### config.mk
export PLATFORM = sky130hd
export DESIGN_NAME = pushbutton_conditioner
export DESIGN_NICKNAME = d
export VERILOG_FILES = /design/src/rtl/pbc_pkg.sv /design/src/rtl/pbc_sync.sv /design/src/rtl/pbc_settle.sv /design/src/rtl/pbc_pulse.sv /design/src/rtl/pushbutton_conditioner.sv
export SDC_FILE = /design/constraint.sdc
export NUM_CORES = 1
export LEC_CHECK = 0
export ABC_AREA = 1
export BUFFER_PORTS_ARGS = -buffer_cell sky130_fd_sc_hd__buf_2
export CAP_MARGIN = 25
export CORE_MARGIN = 1
export CORE_UTILIZATION = 40
export DETAILED_ROUTE_END_ITERATION = 12
export RECOVER_POWER = 25
export SLEW_MARGIN = 10
export SYNTH_ARGS = -nofsm -noshare
export SYNTH_HDL_FRONTEND = slang
export SYNTH_SLANG_ARGS = --single-unit
### constraint.sdc
create_clock -name clk -period 1.65 [get_ports clk]
set_input_delay 0.2475 -clock clk [delete_from_list [all_inputs] [get_ports clk]]
set_output_delay 0.2475 -clock clk [all_outputs]
set_load 0.05 [all_outputs]
### src/rtl/pbc_pkg.sv
package pbc_pkg;

   typedef enum logic {
      BTN_RELEASED = 1'b0,
      BTN_PRESSED  = 1'b1
   } btn_lvl_e;

   // width of a counter that must hold values 0 .. limit-1, never less than 1
   function automatic int unsigned cnt_width(input int unsigned limit);
      int unsigned w;
      w = 1;
      while ((32'd1 << w) < limit) w++;
      return w;
   endfunction

endpackage

### src/rtl/pbc_sync.sv
module pbc_sync #(
   parameter int unsigned STAGES = 2
) (
   input  logic clk,
   input  logic rst,
   input  logic d_async,
   output logic q_sync
);
   import pbc_pkg::*;

   logic [STAGES-1:0] stage_q;

   // first stage samples the pin directly, nothing in front of it
   always_ff @(posedge clk) begin
      if (rst) stage_q[0] <= BTN_RELEASED;
      else     stage_q[0] <= d_async;
   end

   generate
      for (genvar gi = 1; gi < STAGES; gi++) begin : g_stage
         always_ff @(posedge clk) begin
            if (rst) stage_q[gi] <= BTN_RELEASED;
            else     stage_q[gi] <= stage_q[gi-1];
         end
      end
   endgenerate

   assign q_sync = stage_q[STAGES-1];

endmodule

### src/rtl/pbc_settle.sv
module pbc_settle #(
   parameter int unsigned SETTLE_CYCLES = 4
) (
   input  logic clk,
   input  logic rst,
   input  logic sync_in,
   output logic level,
   output logic commit,
   output logic commit_val
);
   import pbc_pkg::*;

   localparam int unsigned CW = cnt_width(SETTLE_CYCLES);
   localparam logic [CW-1:0] LAST = CW'(SETTLE_CYCLES - 1);

   btn_lvl_e        lvl_q;
   logic [CW-1:0]   cnt_q;
   logic            differs;

   assign differs    = (sync_in != lvl_q);
   assign commit     = differs && (cnt_q == LAST);
   assign commit_val = sync_in;
   assign level      = lvl_q;

   always_ff @(posedge clk) begin
      if (rst) begin
         lvl_q <= BTN_RELEASED;
         cnt_q <= '0;
      end else if (!differs) begin
         cnt_q <= '0;
      end else if (commit) begin
         lvl_q <= btn_lvl_e'(sync_in);
         cnt_q <= '0;
      end else begin
         cnt_q <= cnt_q + 1'b1;
      end
   end

endmodule

### src/rtl/pbc_pulse.sv
module pbc_pulse (
   input  logic clk,
   input  logic rst,
   input  logic commit,
   input  logic commit_val,
   output logic press
);
   import pbc_pkg::*;

   logic press_q;

   always_ff @(posedge clk) begin
      if (rst) press_q <= 1'b0;
      else     press_q <= commit && (commit_val == BTN_PRESSED);
   end

   assign press = press_q;

endmodule

### src/rtl/pushbutton_conditioner.sv
module pushbutton_conditioner #(
   parameter int unsigned SYNC_STAGES   = 2,
   parameter int unsigned SETTLE_CYCLES = 250000
) (
   input  logic clk,
   input  logic rst,
   input  logic btn_raw,
   output logic btn_level,
   output logic btn_press
);

   generate
      if (SYNC_STAGES < 2) begin : g_bad_sync
         $error("pushbutton_conditioner: SYNC_STAGES must be at least 2");
      end
      if (SETTLE_CYCLES < 1) begin : g_bad_settle
         $error("pushbutton_conditioner: SETTLE_CYCLES must be at least 1");
      end
   endgenerate

   logic sync_q;
   logic commit;
   logic commit_val;

   pbc_sync #(.STAGES(SYNC_STAGES)) u_sync (
      .clk     (clk),
      .rst     (rst),
      .d_async (btn_raw),
      .q_sync  (sync_q)
   );

   pbc_settle #(.SETTLE_CYCLES(SETTLE_CYCLES)) u_settle (
      .clk        (clk),
      .rst        (rst),
      .sync_in    (sync_q),
      .level      (btn_level),
      .commit     (commit),
      .commit_val (commit_val)
   );

   pbc_pulse u_pulse (
      .clk        (clk),
      .rst        (rst),
      .commit     (commit),
      .commit_val (commit_val),
      .press      (btn_press)
   );

endmodule

Yosys cells after proc, flatten, opt, wreduce, memory -nomap -nowiden. Index checks and enable logic that the tools add are counted. Widths: inputs -> output; s select.

Register bits after elaboration: 22. Bits of input ports: 3. Output and inout port bits: 2. Logic and storage cells: 13.

Add/subtract/negate cells: 1. Equal/unequal tests: 2. Bitwise logic cells: 1. Reduce and logical (&&, ||, !) cells: 4.

Operator list (number): $add 18x1->18 const B (1); $eq 18x18->1 const B (1); $reduce_or 3->1 (1); $logic_and 1x1->1 (2); $reduce_and 2->1 (1); $ne 1x1->1 (1); $not 1->1 (1).

Depth between registers and ports, before layout.
Word-level depth: 3. Mapped depth: 8. Depth with buffers taken out: 7.

Cells and area by module. A second synthesis with hierarchy kept.

Cell total of the unflattened synthesis: 161. Area, all modules: 1113.6 um^2.

Modules (own cells, without submodules): pbc_settle (instances 1, cells an instance 152, area each 1028.5 um^2, sequential area each 380.4 um^2); pbc_sync (instances 1, cells an instance 6, area each 55.1 um^2, sequential area each 40.0 um^2); pbc_pulse (instances 1, cells an instance 3, area each 30.0 um^2, sequential area each 20.0 um^2).

Least setup slack after synthesis. Ideal clock, no wire load.

Kind: register to register. Start: reg u_settle.lvl_q (netlist: u_settle.level). End: reg u_settle.cnt_q[0]. Setup time: 0.119 ns. Arrival time: 1.374 ns. Data required time: 1.531 ns. Setup slack: 0.157 ns. Stages on the path, launching flop included: 9. Buffers on the path: 1. Period minus slack after synthesis: 1.493 ns. Cells stage by stage: dfxtp_1 > inv_1 > nand2_1 > nand2_1 > nor2_1 > nand3_2 > nand3_4 > buf_6 > nor2_1.

Cells in the longest elaborated chain, start to end: 3. Elaborated cells on any way between the ends: 4. Those cells by class: 1 x eq/ne; 1 x bitwise; 2 x reduce/logical.

Ends and longest elaborated chain: start: declaration (line pbc_settle.sv:16) `btn_lvl_e lvl_q;`; start signal: assignment (line pbc_settle.sv:32) `lvl_q <= btn_lvl_e'(sync_in);`; $ne 1x1->1 * (line pbc_settle.sv:20) `assign differs = (sync_in != lvl_q);`; $logic_and 1x1->1 / $not 1->1 (equally long branches); $reduce_or 3->1 (no source line) *; end signal: assignment (line pbc_settle.sv:35) `cnt_q <= cnt_q + 1'b1;`; end: declaration (line pbc_settle.sv:17) `logic [CW-1:0] cnt_q;`.

Every way passes the cells marked *; elsewhere a longest branch is shown, timed or not. A chain may end at the register's enable or synchronous reset.

Worst setup path after layout.
Start: reg u_settle.cnt_q[1]. End: reg u_settle.cnt_q[12].

Cells in the longest elaborated chain, start to end: 3. Elaborated cells on any way between the ends: 4. Those cells by class: 1 x add/sub; 1 x eq/ne; 2 x reduce/logical.

Ends and longest elaborated chain: parallel branches: the longest is 3 deep, another holds $add 18x1->18.

Several ways; the timed one is not identified.

==> out/qor.csv <==
stage,metric,value,unit
critical_path,required,1.87,ns
final_layout,area_growth,7.54,%
sta,worstMarginPinSlew,0.587,ns
critical_path,rrSetupSlack,0.20,ns
global_routing,overflow,0,
sta,final.setup.tns,0,ns
die,die_width,53.5,µm
yosys,synth_top_area_share,41.5,%
sta,fmax,691,MHz
global_routing,grt_start_max_net_pins,19,
yosys,synth_seq_cells,22,
detailed_routing,viasPerCell,4.68,
clocking,cts_num_sinks,22,
final_layout,final_area,1140,µm²
sta,fin_crit_sh,87.7,%
die,initial_core_util,42.5,%
sta,slew_viol_final,0,
clocking,clk_latency,0.31,ns
sta,rsz0062_at_grt,false,
sta,skew,0.00782,ns
min_path,hp-class,in2reg,
critical_path,worstSetupStartpointType,register,
sta,slew_headroom,61.0,%
global_routing,grt_pass1_wl,3040,µm
flow_run,max-cap-violations,0,
clocking,cts_tree,yes,
yosys,synth_area,1060,µm²
detailed_routing,drc,0,
yosys,synth.largest_area_cell,dfxtp_1,
run_status,status,finished clean,
yosys,syn_inst,147,
global_routing,first_global_vias,724,
critical_path,critical_path_class,reg2reg,
final_layout,layout_common_cells,"nand2_1, nor2_1, dfxtp_1, inv_1, xor2_1",
final_layout,finalNetCount,159,
global_routing,grt_util_all_layers,14.8,%
die,num_rows,18,
pwr,p_leak,0.378,nW
sta,finalHoldViolations,0,
final_layout,drive_gt1_share,10.4,%
yosys,ys_warn_count,0,
detailed_routing,drtIter0Drc,15,
detailed_routing,vias,861,
placed_design,numPortBuffers,4,
pwr,powerDensity,745,nW/µm²
detailed_routing,drt_wl_total,1810,µm
placed_design,placed_area,1110,µm²
clocking,numCtsBuffers,3,
critical_path,worstPathMaxFanout,4,
sta,setup_viol,0,
detailed_routing,wl_per_cell,9.83,µm
critical_path,cp.arrival,1.66,ns
global_routing,grt_antenna_before_repair,0,
yosys,ys_types,21,
die,dieArea,2870,µm²
sta,fin_crit,1.45,ns
detailed_routing,drt_pre_antenna_iters,4,
clocking,post-cts-setup-buffer-count,0,
die,ioPinCount,5,
critical_path,crit_path_end_kind,register,
yosys,ys_top_cells_by_area,"dfxtp_1, nand2_1, nor2_1, inv_1, xor2_1",
clocking,cts.clk_slew.worst_paths,0.13,ns
final_layout,final_common_cell,nand2_1,
clocking,htreeDepth,1,
yosys,seq_area_frac_synth,41.5,%
clocking,clk_path_buf_depth,2,
placed_design,dp_hpwl,1410,µm
die,die_h,53.5,µm
die,coreArea,2500,µm²
yosys,syn-num-nets,151,
placed_design,place.gp.congestion,0.808,
yosys,avgSynthCellArea,7.23,µm²
clocking,root_buffer,clkbuf_4,
final_layout,diodes,0,
clocking,cts_hold_buf,0,
detailed_routing,ant_nets,0,
pwr,vdd_drop_max,0.614,mV
[per-stage QoR]
stage          worst slack (ns)  cells  hold slack (ns)  power [W]  util (%)
2_1_floorplan             0.157    147            0.319   0.000558         -
3_3_place_gp              0.195    180            0.398   0.000562      44.3
3_5_place_dp              0.139    180            0.401   0.000563      44.3
4_1_cts                   0.118    184            0.111   0.000864      45.8
5_1_grt                 0.00398    184            0.124   0.000883      45.7
6_report                  0.204    184            0.135   0.000852      45.7
[where the power goes]
group	internal [W]	switching [W]
sequential	0.000534	0.00000174
combinational	0.00000452	0.00000986
clock	0.000135	0.000166
[cell type report]
class                      instances  area, µm²
sequential                        22        442
tap                               30       37.5
multi-input combinational        109        554
timing repair buffer               4       16.3
inverter                          15       56.3
clock buffer                       4       36.3
fill                             263       1360
[sequential cells by signal, indices dropped and copies added, names as in the netlist]
| signal | count |
|---|---|
| u_settle.cnt_q | 18 |
| u_pulse.press | 1 |
| u_settle.level | 1 |
| u_sync.q_sync | 1 |
| u_sync.stage_q | 1 |
[final timing paths]
check	start	to	cells past startpoint
max reg2reg	u_settle.cnt_q[1]$_SDFF_PP0_	u_settle.cnt_q[12]$_SDFF_PP0_	7
min	btn_raw	u_sync.stage_q[0]$_SDFF_PP0_	3
min reg2reg	u_sync.stage_q[0]$_SDFF_PP0_	u_sync.q_sync$_SDFF_PP0_	2
max	u_settle.cnt_q[1]$_SDFF_PP0_	u_settle.cnt_q[12]$_SDFF_PP0_	7
[what timing repair did]
item,4_1_cts,5_1_grt
hold endpoints to repair,0,0
setup endpoints to repair,0,2
gates resized for setup,0,1
[worst max-delay path, cell delays in order, from the launching register on]
cell and delay [ns]:
dfxtp_1 0.39, ha_1 0.21, nand3_2 0.12, nor2_2 0.18
and2_2 0.23, nand2_1 0.06, o21ai_1 0.12, nor2_1 0.04
[cell usage after synthesis, drive strengths merged]
master   n
ha       1
or2      2
nand2   38
nor2    40
a21oi    4
nand4    2
inv     15
xnor2    4
nand3b   1
o21bai   1
o21ai    1
buf      1
and2     1
xor2     6
dfxtp   22
nand3    8
[kinds of logic after synthesis]
logic type | synth area share [%]
AND/OR/NAND/NOR | 39.3
flip-flops | 41.5
buffers and inverters | 6.36
XOR/XNOR | 8.24
AO/OA/AOI/OAI | 3.42
adder cells (fa/ha/maj) | 1.18
[layer usage]
| layer | vias up | track usage [%] | share of wire [%] |
|---|---|---|---|
| li1 | 466 | - | - |
| met1 | 388 | 18.4 | 48 |
| met2 | 7 | 24.4 | 49 |
| met3 | 0 | 5.93 | 2.8 |
| met4 | 0 | 2.63 | 0 |
| met5 | - | 0 | 0 |
Power figures use the tool's default switching activity.
